[src/rtl/twi_irq_vector.sv]
module twi_irq_vector #(
  parameter int DW = 16,
  parameter int AW = 2
) (
  input  logic          clk,
  input  logic          rst_n,
  input  logic [6:0]    evt,
  input  logic          rx_taken,
  input  logic          tx_loaded,
  input  logic          rx_shift_full,
  input  logic          bus_busy,
  input  logic          reg_wr,
  input  logic          reg_rd,
  input  logic [AW-1:0] reg_addr,
  input  logic [DW-1:0] reg_wdata,
  output logic [DW-1:0] reg_rdata,
  output logic [2:0]    irq_code,
  output logic          irq
);
  localparam int NEV = 7;
  localparam int RSF_BIT = 11;
  localparam int BB_BIT = 12;
  localparam logic [AW-1:0] A_MASK = AW'(0);
  localparam logic [AW-1:0] A_STAT = AW'(1);
  localparam logic [AW-1:0] A_CODE = AW'(2);
  localparam logic [NEV-1:0] DATA_EV = 7'b0011000;

  logic [NEV-1:0] mask_q, pend_q, act, w1c, vclr, dclr;
  logic [2:0] code;
  logic wr_mask, wr_stat, rd_code;

  assign act = pend_q & mask_q;

  always_comb begin
    code = 3'd0;
    for (int i = NEV - 1; i >= 0; i--)
      if (act[i]) code = 3'(i + 1);
  end

  assign wr_mask = reg_wr && reg_addr == A_MASK;
  assign wr_stat = reg_wr && reg_addr == A_STAT;
  assign rd_code = reg_rd && reg_addr == A_CODE;

  assign w1c  = wr_stat ? reg_wdata[NEV-1:0] : '0;
  assign vclr = (rd_code && code != 3'd0) ?
                ((NEV'(1) << (code - 3'd1)) & ~DATA_EV) : '0;
  assign dclr = {2'b00, tx_loaded, rx_taken, 3'b000};

  always_ff @(posedge clk or negedge rst_n) begin
    if (!rst_n) begin
      pend_q <= '0;
      mask_q <= '0;
    end else begin
      pend_q <= evt | (pend_q & ~(w1c | vclr | dclr));
      if (wr_mask) mask_q <= reg_wdata[NEV-1:0];
    end
  end

  always_comb begin
    reg_rdata = '0;
    case (reg_addr)
      A_MASK: reg_rdata[NEV-1:0] = mask_q;
      A_STAT: begin
        reg_rdata[NEV-1:0] = pend_q;
        reg_rdata[RSF_BIT] = rx_shift_full;
        reg_rdata[BB_BIT]  = bus_busy;
      end
      A_CODE: reg_rdata[2:0] = code;
      default: reg_rdata = '0;
    endcase
  end

  assign irq_code = code;
  assign irq = code != 3'd0;

  a_r2_capture: assert property (@(posedge clk) disable iff (!rst_n)
    |evt |=> ((pend_q & $past(evt)) == $past(evt)));

  a_r4_idle: assert property (@(posedge clk) disable iff (!rst_n)
    ((pend_q & mask_q) == '0) |-> (irq_code == 3'd0 && !irq));

  a_r5_w1c: assert property (@(posedge clk) disable iff (!rst_n)
    wr_stat |=> ((pend_q & $past(reg_wdata[NEV-1:0] & ~evt)) == '0));

  a_r6_code_read_clears: assert property (@(posedge clk) disable iff (!rst_n)
    (rd_code && irq_code != 3'd0 && !DATA_EV[irq_code - 3'd1] && !evt[irq_code - 3'd1])
    |=> !pend_q[$past(irq_code) - 3'd1]);

  a_r7_rx_hold: assert property (@(posedge clk) disable iff (!rst_n)
    (pend_q[3] && !rx_taken && !(wr_stat && reg_wdata[3])) |=> pend_q[3]);

  a_r7_tx_hold: assert property (@(posedge clk) disable iff (!rst_n)
    (pend_q[4] && !tx_loaded && !(wr_stat && reg_wdata[4])) |=> pend_q[4]);
endmodule

[config.mk]
export PLATFORM = sky130hd
export DESIGN_NAME = twi_irq_vector
export DESIGN_NICKNAME = d
export VERILOG_FILES = /design/src/rtl/twi_irq_vector.sv
export SDC_FILE = /design/constraint.sdc
export NUM_CORES = 1
export LEC_CHECK = 0
export BUFFER_PORTS_ARGS = -buffer_cell sky130_fd_sc_hd__buf_2
export CORE_ASPECT_RATIO = 1.4
export CORE_MARGIN = 5
export CORE_UTILIZATION = 39
export CTS_CLUSTER_DIAMETER = 120
export CTS_CLUSTER_SIZE = 12
export DETAILED_ROUTE_END_ITERATION = 10
export HOLD_SLACK_MARGIN = 0.02
export PLACE_DENSITY = 0.75
export SLEW_MARGIN = 5
export SYNTH_ARGS = -nofsm -noshare
export SYNTH_HDL_FRONTEND = slang
export SYNTH_SLANG_ARGS = --single-unit
[constraint.sdc]
create_clock -name clk -period 1.7 [get_ports clk]
set_clock_uncertainty 0.05 [all_clocks]
set_input_delay 0.17 -clock clk [delete_from_list [all_inputs] [get_ports clk]]
set_output_delay 0.17 -clock clk [all_outputs]
set_load 0.02 [all_outputs]
* Yosys cells after proc, flatten, opt, wreduce, memory -nomap -nowiden
Index checks and enable logic that the tools add are counted.
Operators by class: add/sub/neg operators 1, equal/unequal tests 2, shift operators 1, mux-type cells 12, bitwise logic cells 6, reductions and logical operators 6
Operators with widths (number):
- two-way mux 3 bit | 7
- bitwise AND 7 bit | 2
- two-way mux 7 bit | 2
- bitwise OR 7 bit | 2
- case mux 3 bit (3 select lines) | 1
- case mux 4 bit (2 select lines) | 1
- inverter 7 bit | 1
- bitwise OR 7 x 5 -> 7 bit | 1
- left shift 1 x 3 -> 7 bit, first input constant | 1
- logical AND 1 bit | 4
- nonzero test 3 bit | 1
- subtractor 3 x 1 -> 3 bit, second input constant | 1
- == test 2 x 1 -> 1 bit, second input constant | 1
- == test 2 bit, second input constant | 1
- zero test 2 bit | 1
- two-way mux 2 bit | 1
Storage, ports and cells: register bits 14, logic and storage cells 30

* Longest topological paths before layout
Gate-level depths: netlist of run 1.
depth in word-level cells 16, depth in mapped cells 6

* Worst setup path before layout of run 1
OpenSTA, ideal clock, no wires.
path kind register to output, start point register mask_q[0], end point output reg_rdata[2], arrival time 1.708 ns, path slack -0.228 ns, cell stages (with the launch flop) 5, buffers on the path 0, path through dfrtp_1 > a222oi_1 > a21boi_2 > mux2i_1 > o21ai_1
On the way: longest elaborated chain between the ends 3
RTL lines:
- from (decl) | line 28 | logic [NEV-1:0] mask_q, pend_q, act, w1c, vclr, dclr;
- from (signal assigned) | line 55 | if (wr_mask) mask_q <= reg_wdata[NEV-1:0];
- bitwise AND 7 bit | line 32 | assign act = pend_q & mask_q;
- two-way mux 3 bit | line 37 | if (act[i]) code = 3'(i + 1);
- via irq_code[2] | line 17 | output logic [2:0] irq_code,
- case mux 3 bit (3 select lines) | line 61 | case (reg_addr)
- to (decl) | line 16 | output logic [DW-1:0] reg_rdata,
The timed path passes the listed nets, and every way through them passes these cells.

* Worst setup path in the final report of run 1
start point register mask_q[0], end point output reg_rdata[2]
On the way: longest elaborated chain between the ends 3
RTL lines (line):
- bitwise AND 7 bit | 32
- two-way mux 3 bit | 37
- case mux 3 bit (3 select lines) | 61
No other way between the ends.

==> results of run 1 <==
-- power by group through the flow --
stage          Sequential [mW]  Clock [mW]  Combinational, mW
4_1_cts                  0.413       0.194              0.644
2_1_floorplan            0.430           0              0.298
6_report                 0.417       0.191              0.809
3_5_place_dp             0.419           0              0.530
3_3_place_gp             0.416           0              0.519
5_1_grt                  0.420       0.210              0.852
-- logic make-up after synthesis --
family	Yosys count
AND/OR/NAND/NOR	34
AO/OA/AOI/OAI	25
multiplexers	14
flip-flops	14
buffers and inverters	12
other	1
-- registers in the layout, indices dropped and copies added, names as in the netlist --
| signal | flops |
|---|---|
| mask_q | 7 |
| pend_q | 7 |
-- area by class of cell --
class	count	area share [%]
multi-input combinational	80	41.6
timing repair buffer	73	32.9
sequential	14	21.9
tap	23	1.79
clock buffer	3	1.40
inverter	2	0.467
-- worst max path at each step --
| stage | endpoint | slack [ns] | cells past startpoint |
|---|---|---|---|
| 2_1_floorplan | reg_rdata[2] | -0.09 | 4 |
| 3_3_place_gp | pend_q[5] | -0.06 | 6 |
| 3_5_place_dp | pend_q[6] | -0.11 | 6 |
| 4_1_cts | reg_rdata[1] | -0.27 | 6 |
| 5_1_grt | reg_rdata[1] | -0.42 | 6 |
| 6_report | reg_rdata[2] | -0.29 | 5 |
-- synth_stat cells (2+ instances only) --
master,n
nand3_1,3
mux2i_1,7
dfrtp_1,14
a31o_1,6
and2_1,3
nor2_1,4
o21ai_1,3
buf_4,7
a21oi_1,5
nor2b_1,2
o21ai_0,2
clkbuf_1,2
a222oi_1,2
mux2_1,7
nand3b_1,2
inv_1,2
nand2_1,17
-- critical path, cell delays in order (launching register included) --
cell	delay, ns
dfrtp_1	0.40
a222oi_1	0.44
a21boi_4	0.26
mux2i_1	0.11
o21ai_2	0.15
buf_6	0.13
-- through the flow --
stage / cell area [um2] / TNS, ns
floorplan: 998 / -0.148
global placement: 1290 / -0.184
detailed placement: 1290 / -0.288
CTS: 1470 / -1.23
global route: 1610 / -2.30
finish: 1610 / -1.57
-- per-layer routing --
metal	up-vias	global-route usage, %
met2	47	34.6
met3	13	3.01
met4	0	12.1
li1	498	-
met1	541	18.1
met5	-	0
-- what timing repair did --
action,CTS,global route
gates resized for setup,20,21
hold buffers,4,1
pin swaps,12,8
endpoints found under the setup margin,11,12
buffers inserted,6,10
hold endpoints to repair,17,1
==> impl_metrics.env, run 1 <==
export IMPL_register_area_um2=352
export IMPL_top_layer="met4"
export IMPL_hold_start="evt[6]"
export IMPL_synth_top_family_by_area="compound AO/OA/AOI/OAI gates"
export IMPL_crit_arrival_ns=1.77
export IMPL_syn_inst=100
export IMPL_die_w_um=51.9
export IMPL_worst_setup_path_start_kind="flop"
export IMPL_instances_no_fill=195
export IMPL_drtAntennaViolNets=0
export IMPL_clock_sinks=14
export IMPL_final_core_utilization_pct=68.0
export IMPL_drcViolationCount=0
export IMPL_yosys_area_share_xor_xnor_pct=0
export IMPL_fp_dieH_um=68.6
export IMPL_wl_met2_um=1840
export IMPL_drt_total_wl_um=3420
export IMPL_critPathRequiredTime_ns=1.48
export IMPL_hold_worst_slack_ns=0.0286
export IMPL_synth_compound_area_share_pct=22.5
export IMPL_clock_root_buffer="clkbuf_4"
export IMPL_p_comb_share_pct=57.1
export IMPL_vias=1099
export IMPL_drt_met1_wl_um=1290
export IMPL_gp_congestion=0.834
export IMPL_rr_endpoint="pend_q[5]"
export IMPL_grt_pass1_wl_um=4750
export IMPL_mostFrequentLayoutCell="buf_2"
export IMPL_yosys_cell_types_count=29
export IMPL_drv_slew=0
export IMPL_p_leak_nw=0.755
export IMPL_whs_endpoint="pend_q[6]"
export IMPL_cts_made_buffers=3
export IMPL_grt_total_usage_pct=18.4
export IMPL_die_area_mm2=0.00356
export IMPL_rr_startpoint="pend_q[4]"
export IMPL_r2r_cells=6
export IMPL_io_buffers=36
export IMPL_ys_seq_elements=14
export IMPL_rsz0062_at_grt="true"
export IMPL_vdd_drop_max_mv=0.419
export IMPL_antenna_found_initial=0
export IMPL_finalWorstSetupSlack_ns=-0.294
export IMPL_synth_top_area_cell="dfrtp_1"
export IMPL_swShare_pct=38.4
export IMPL_min_period_over_period_pct=117
export IMPL_first_pass_iters=4
export IMPL_hold_violations=0
export IMPL_met3_length_um=171
export IMPL_placedCellCount=175
export IMPL_fillers=169
export IMPL_netlist_top_cells_area="dfrtp_1 (37%), mux2_1 (8.2%), mux2i_1 (7.3%), nand2_1 (6.7%), buf_4 (5.5%)"
export IMPL_cts_tree="yes"
export IMPL_grt_max_degree=15
export IMPL_placementRows=21
export IMPL_yosys_warnings=0
export IMPL_drive_above_1_share_pct=54.1
export IMPL_violations="setup timing"
export IMPL_io_pins=53
export IMPL_grt_pass1_vias=1083
export IMPL_cp_end_kind="primary output"
export IMPL_hpwl_um=2200
export IMPL_antenna_cells=0
export IMPL_clock_path_buffers=2
export IMPL_powerDensity_mw_per_mm2=880
export IMPL_syn_area_um2=957
export IMPL_p_total_mw=1.42
export IMPL_p_seq_share_pct=29.4
export IMPL_place_ws_ns=-0.105
export IMPL_clkPwrFrac_pct=13.5
export IMPL_clkTransAtPathRegs_ns=0.08
export IMPL_final_cell_mix="buf_2 (29), buf_4 (28), dfrtp_1 (13)"
export IMPL_synth_simple_area_share_pct=17.4
export IMPL_critical_path_class="reg2out"
export IMPL_ys_seq_area_share_pct=36.6
export IMPL_drt_vias_per_instance=5.64
export IMPL_overflow=0
export IMPL_drv_cap=0
export IMPL_multi_input_area_um2=669
export IMPL_hp_class="in2reg"
export IMPL_setup_violations=11
export IMPL_fin_crit_ns=1.99
export IMPL_synth_area_mux_share_pct=15.6
export IMPL_synth_async_sr_flop_share_pct=100
export IMPL_drt_iter0_drc=51
export IMPL_nets=207
export IMPL_wire_per_inst_um=17.5
export IMPL_clk_latency_ns=0.29
export IMPL_syn_to_final_growth_pct=68.1
export IMPL_max_freq_mhz=502
export IMPL_core_mm2=0.00236
export IMPL_power_switching_uw=544
export IMPL_critPathLaunch="mask_q[0]"
export IMPL_r2r_slack_ns=-0.09
export IMPL_synth_edf_count=0
export IMPL_start_util_pct=40.5
export IMPL_power_internal_uw=873
export IMPL_outcome="finished, violations left"
export IMPL_whs_path_depth=2
export IMPL_cp_max_fo=2
export IMPL_synthAdderAreaFrac_pct=0
export IMPL_htree_num_levels=1
export IMPL_avgSynthCellArea_um2=9.57
export IMPL_synth_top_area_share_pct=36.6
export IMPL_ys_flop_type="dfrtp_1"
(Power assumes the default switching activity.)
==> inputs of run 2 (changes only) <==
CORE_MARGIN = default   (was 5)
==> run 2 against run 1 <==
The flow finishes with violations (DRC, setup timing). Sequential share of layout area grew 0.23 points. Hold slack improved by 0.0050 ns. Power is 2.7% lower. Flip-flop and latch count is the same. Register-to-register slack got worse by 0.10 ns. Wire length is 12% lower. Via count decreased by 5.9%. Fmax is 1.8% lower. Global-route usage grew 5.3 points. Non-clock buffer count stayed put. Cell area is 1.4% lower. Critical endpoint is now reg_rdata[1]. Highest routed layer unchanged.
==> impl_metrics.env, run 2 (synthesized netlist as in run 1, its figures left out) <==
export IMPL_critPathRequiredTime_ns=1.48
export IMPL_io_pins=53
export IMPL_syn_to_final_growth_pct=65.8
export IMPL_wire_per_inst_um=15.6
export IMPL_hold_violations=0
export IMPL_fin_crit_ns=2.03
export IMPL_drtAntennaViolNets=0
export IMPL_instances_no_fill=194
export IMPL_drt_iter0_drc=35
export IMPL_antenna_cells=0
export IMPL_gp_congestion=0.874
export IMPL_htree_num_levels=1
export IMPL_grt_max_degree=15
export IMPL_r2r_slack_ns=-0.19
export IMPL_io_buffers=36
export IMPL_grt_total_usage_pct=23.7
export IMPL_rsz0062_at_grt="true"
export IMPL_hp_class="in2reg"
export IMPL_first_pass_iters=9
export IMPL_reg_top3="mask_q (7), pend_q (7)"
export IMPL_hold_start="evt[5]"
export IMPL_overflow=0
export IMPL_mostFrequentLayoutCell="buf_2"
export IMPL_setup_violations=11
export IMPL_cp_end_kind="primary output"
export IMPL_grt_pass1_wl_um=4580
export IMPL_min_period_over_period_pct=119
export IMPL_core_mm2=0.00225
export IMPL_die_w_um=43.9
export IMPL_vias=1034
export IMPL_critPathLaunch="pend_q[5]"
export IMPL_drt_total_wl_um=3020
export IMPL_tns_ns=-2.02
export IMPL_rr_startpoint="pend_q[4]"
export IMPL_clk_latency_ns=0.27
export IMPL_crit_arrival_ns=1.81
export IMPL_vdd_drop_max_mv=0.509
export IMPL_hpwl_um=1970
export IMPL_drv_cap=0
export IMPL_cts_made_buffers=3
export IMPL_final_core_utilization_pct=70.4
export IMPL_final_cell_mix="buf_2 (30), buf_4 (28), dfrtp_1 (14)"
export IMPL_fp_dieH_um=60.6
export IMPL_placedCellCount=176
export IMPL_drcViolationCount=4
export IMPL_nets=207
export IMPL_grt_pass1_vias=1025
export IMPL_clock_sinks=14
export IMPL_drt_vias_per_instance=5.33
export IMPL_finalWorstSetupSlack_ns=-0.330
export IMPL_critical_path_class="reg2out"
export IMPL_worst_setup_path_start_kind="flop"
export IMPL_max_freq_mhz=493
export IMPL_hold_worst_slack_ns=0.0336
export IMPL_clock_root_buffer="clkbuf_4"
export IMPL_clkTransAtPathRegs_ns=0.08
export IMPL_die_area_mm2=0.00266
export IMPL_start_util_pct=42.5
export IMPL_placementRows=20
export IMPL_antenna_found_initial=0
export IMPL_clock_path_buffers=2
export IMPL_drv_slew=0
export IMPL_cts_tree="yes"
export IMPL_cp_max_fo=2
export IMPL_powerDensity_mw_per_mm2=869
export IMPL_drive_above_1_share_pct=56.4
export IMPL_violations="DRC, setup timing"
export IMPL_p_leak_nw=0.748
export IMPL_outcome="finished, violations left"
[run 2: final timing paths]
path,endpoint,cells past startpoint
max,reg_rdata[1],7
min,pend_q[5],2
max reg2reg,pend_q[1],8
min reg2reg,mask_q[6],2
max in group asynchronous,pend_q[1],2
min in group asynchronous,pend_q[4],2
[run 2: through the flow]
stage | power [mW] | cell area [um2] | setup slack, ns
final | 1.38 | 1590 | -0.330
after global routing | 1.46 | 1590 | -0.345
after CTS | 1.28 | 1490 | -0.231
after detailed placement | 0.963 | 1310 | -0.115
after global placement | 0.945 | 1310 | -0.0710
after floorplan | 0.728 | 998 | -0.0898
[run 2: report_power, final]
group | internal [mW] | leakage [nW] | total (mW) | switching, mW
Clock | 0.0820 | 0.0138 | 0.186 | 0.104
Sequential | 0.375 | 0.151 | 0.418 | 0.0431
Combinational | 0.402 | 0.583 | 0.775 | 0.373
[run 2: layer usage]
layer  part of all wire, %  vias up  global-route usage, %
met5                     0        -                      0
met4                   1.6        0                   14.3
met3                   3.8        4                   2.98
met2                    56       37                   40.5
met1                    39      500                   28.3
li1                      -      493                      -
[run 2: critical path, stage by stage, from the launching register on]
cell and delay [ns]:
dfrtp_1 0.41, a22o_1 0.23, a222oi_1 0.28, buf_4 0.19
a21oi_2 0.04, mux2i_1 0.17, o21ai_2 0.06, buf_2 0.15
[run 2: layout make-up]
type	count	area, um2
clock buffer	3	22.5
fill	160	666
inverter	2	7.51
multi-input combinational	80	648
sequential	14	350
tap	22	27.5
timing repair buffer	73	531
[run 2: repair_timing]
item                                   CTS  global route
endpoints found under the hold margin   14             0
hold buffers                             1             0
setup endpoints to repair               11            12
buffers inserted                        11            11
gates resized for setup                 23            18
cloned                                   0             0
pin swaps                               13            15
==> inputs of run 3 (changes only) <==
BUFFER_PORTS_ARGS = -buffer_cell sky130_fd_sc_hd__buf_4   (was -buffer_cell sky130_fd_sc_hd__buf_2)
==> run 3 against run 2 <==
The run still ends with DRC, setup timing left. Non-clock buffer count down 4. Hold slack worse by 0.0060 ns. Register-to-register slack better by 0.03 ns. Power up 0.15%. Wire length up 3.8%. Core utilization up 1.2 points. Die area unchanged. Via count up 1.6%. Critical path type unchanged. Largest cell class unchanged. Largest power group unchanged.
==> impl_metrics.env, run 3 (synthesized netlist as in run 1, its figures left out) <==
export IMPL_outcome="finished, violations left"
export IMPL_violations="DRC, setup timing"
export IMPL_final_core_utilization_pct=71.7
export IMPL_setup_violations=11
export IMPL_grt_pass1_vias=1000
export IMPL_drt_total_wl_um=3130
export IMPL_cts_tree="yes"
export IMPL_top_layer="met4"
export IMPL_crit_arrival_ns=1.94
export IMPL_hold_worst_slack_ns=0.0276
export IMPL_clock_root_buffer="clkbuf_4"
export IMPL_vdd_drop_max_mv=0.619
export IMPL_wl_met2_um=1660
export IMPL_hold_violations=0
export IMPL_syn_to_final_growth_pct=68.6
export IMPL_p_leak_nw=0.747
export IMPL_grt_total_usage_pct=22.3
export IMPL_met3_length_um=167
export IMPL_drv_cap=0
export IMPL_nets=203
export IMPL_slew_headroom_pct=66.4
export IMPL_clk_latency_ns=0.28
export IMPL_path_delay_family="compound AO/OA/AOI/OAI gates"
export IMPL_io_pins=53
export IMPL_critPathRequiredTime_ns=1.48
export IMPL_drt_vias_per_instance=5.53
export IMPL_io_buffers=36
export IMPL_multi_input_area_um2=648
export IMPL_grt_pass1_wl_um=4360
export IMPL_critPathMaxStageDelay_ns=0.48
export IMPL_fin_crit_ns=2.16
export IMPL_htree_num_levels=1
export IMPL_hp_class="in2reg"
export IMPL_start_util_pct=42.5
export IMPL_finalWorstSetupSlack_ns=-0.458
export IMPL_die_w_um=43.9
export IMPL_grt_max_degree=15
export IMPL_cp_max_fo=5
export IMPL_drcViolationCount=4
export IMPL_final_cell_mix="buf_4 (58), nand2_1 (15), dfrtp_1 (14)"
export IMPL_clkTransAtPathRegs_ns=0.09
export IMPL_first_pass_iters=8
export IMPL_max_freq_mhz=463
export IMPL_placementRows=20
export IMPL_wire_per_inst_um=16.5
export IMPL_cts_made_buffers=3
export IMPL_critical_path_class="reg2out"
export IMPL_vias=1051
export IMPL_path_cells="a222oi_1 -> a21boi_4 -> mux2i_1 -> o21ai_2 -> buf_6"
export IMPL_crit_buf_inv=1
export IMPL_drt_iter0_drc=50
export IMPL_p_total_mw=1.38
export IMPL_powerDensity_mw_per_mm2=856
export IMPL_register_area_um2=350
export IMPL_drtAntennaViolNets=0
export IMPL_fp_dieH_um=60.6
export IMPL_die_area_mm2=0.00266
export IMPL_hpwl_um=2120
export IMPL_fillers=157
export IMPL_drive_above_1_share_pct=52.4
export IMPL_mostFrequentLayoutCell="buf_4"
export IMPL_reg_top3="mask_q (7), pend_q (7)"
export IMPL_rsz0062_at_grt="true"
export IMPL_core_mm2=0.00225
export IMPL_clock_path_buffers=2
export IMPL_min_period_over_period_pct=127
export IMPL_drt_met1_wl_um=1190
export IMPL_tns_ns=-2.29
export IMPL_clock_sinks=14
export IMPL_cp_slowest_cell="dfrtp_1"
export IMPL_tightestPinTransition_ns=0.504
export IMPL_drv_slew=0
export IMPL_gp_congestion=0.814
export IMPL_antenna_cells=0
export IMPL_cp_end_kind="primary output"
export IMPL_overflow=0
export IMPL_worst_setup_path_start_kind="flop"
export IMPL_antenna_found_initial=0
-- run 3: cell count changes in the layout (fill, tap and decap cells not counted), sizes merged --
| cell | delta |
|---|---|
| clkbuf | -1 |
| buf | -3 |
-- run 3: path summary, 6_finish.rpt --
kind / start / to / slack [ns] / cells after the start
min in group asynchronous: rst_n / pend_q[2] / 0.23 / 2
worst max-delay path: pend_q[2] / reg_rdata[2] / -0.46 / 5
worst max register to register: pend_q[2] / pend_q[2] / -0.16 / 6
worst min-delay path: evt[2] / pend_q[2] / 0.03 / 2
worst min register to register: mask_q[6] / mask_q[6] / 0.59 / 2
max in group asynchronous: rst_n / mask_q[2] / 1.20 / 2
-- run 3: layout make-up --
type | instances | area share, %
sequential | 14 | 21.7
multi-input combinational | 80 | 40.2
inverter | 2 | 0.465
tap | 22 | 1.71
timing repair buffer | 69 | 34.6
clock buffer | 3 | 1.40
-- run 3: timing repair --
| item | 4_1_cts | 5_1_grt |
|---|---|---|
| hold buffers | 1 | 0 |
| buffers inserted | 6 | 11 |
| pin swaps | 9 | 20 |
| gates cloned | 0 | 0 |
| endpoints found under the setup margin | 11 | 12 |
| endpoints found under the hold margin | 14 | 0 |
| gates resized for setup | 16 | 10 |
-- run 3: worst register-to-register path, delay by kind of cell, from the launching register on --
kind / cells / cell delay [ns]
AOI/OAI and AO/OA: 3 / 0.92
buffers and inverters: 2 / 0.23
DFF: 1 / 0.48
and+or+nand+nor: 1 / 0.13
-- run 3: routing by layer --
metal,global-route usage (%),vias up
met1,25.6,498
li1,-,485
met3,1.19,11
met4,9.96,0
met5,0,-
met2,42.2,57
-- run 3: report_power, final --
| group | internal [mW] | switching [mW] | total (mW) | leakage [nW] |
|---|---|---|---|---|
| combinational | 0.408 | 0.365 | 0.773 | 0.583 |
| sequential | 0.375 | 0.0463 | 0.421 | 0.151 |
| clock | 0.0819 | 0.104 | 0.186 | 0.0138 |
-- run 3: through the flow --
step / instances / cell area (um2) / setup WS (ns)
4_1_cts: 183 / 1510 / -0.296
6_report: 190 / 1610 / -0.458
3_3_place_gp: 174 / 1380 / -0.0607
3_5_place_dp: 174 / 1380 / -0.0759
2_1_floorplan: 106 / 998 / -0.0898
5_1_grt: 190 / 1610 / -0.514
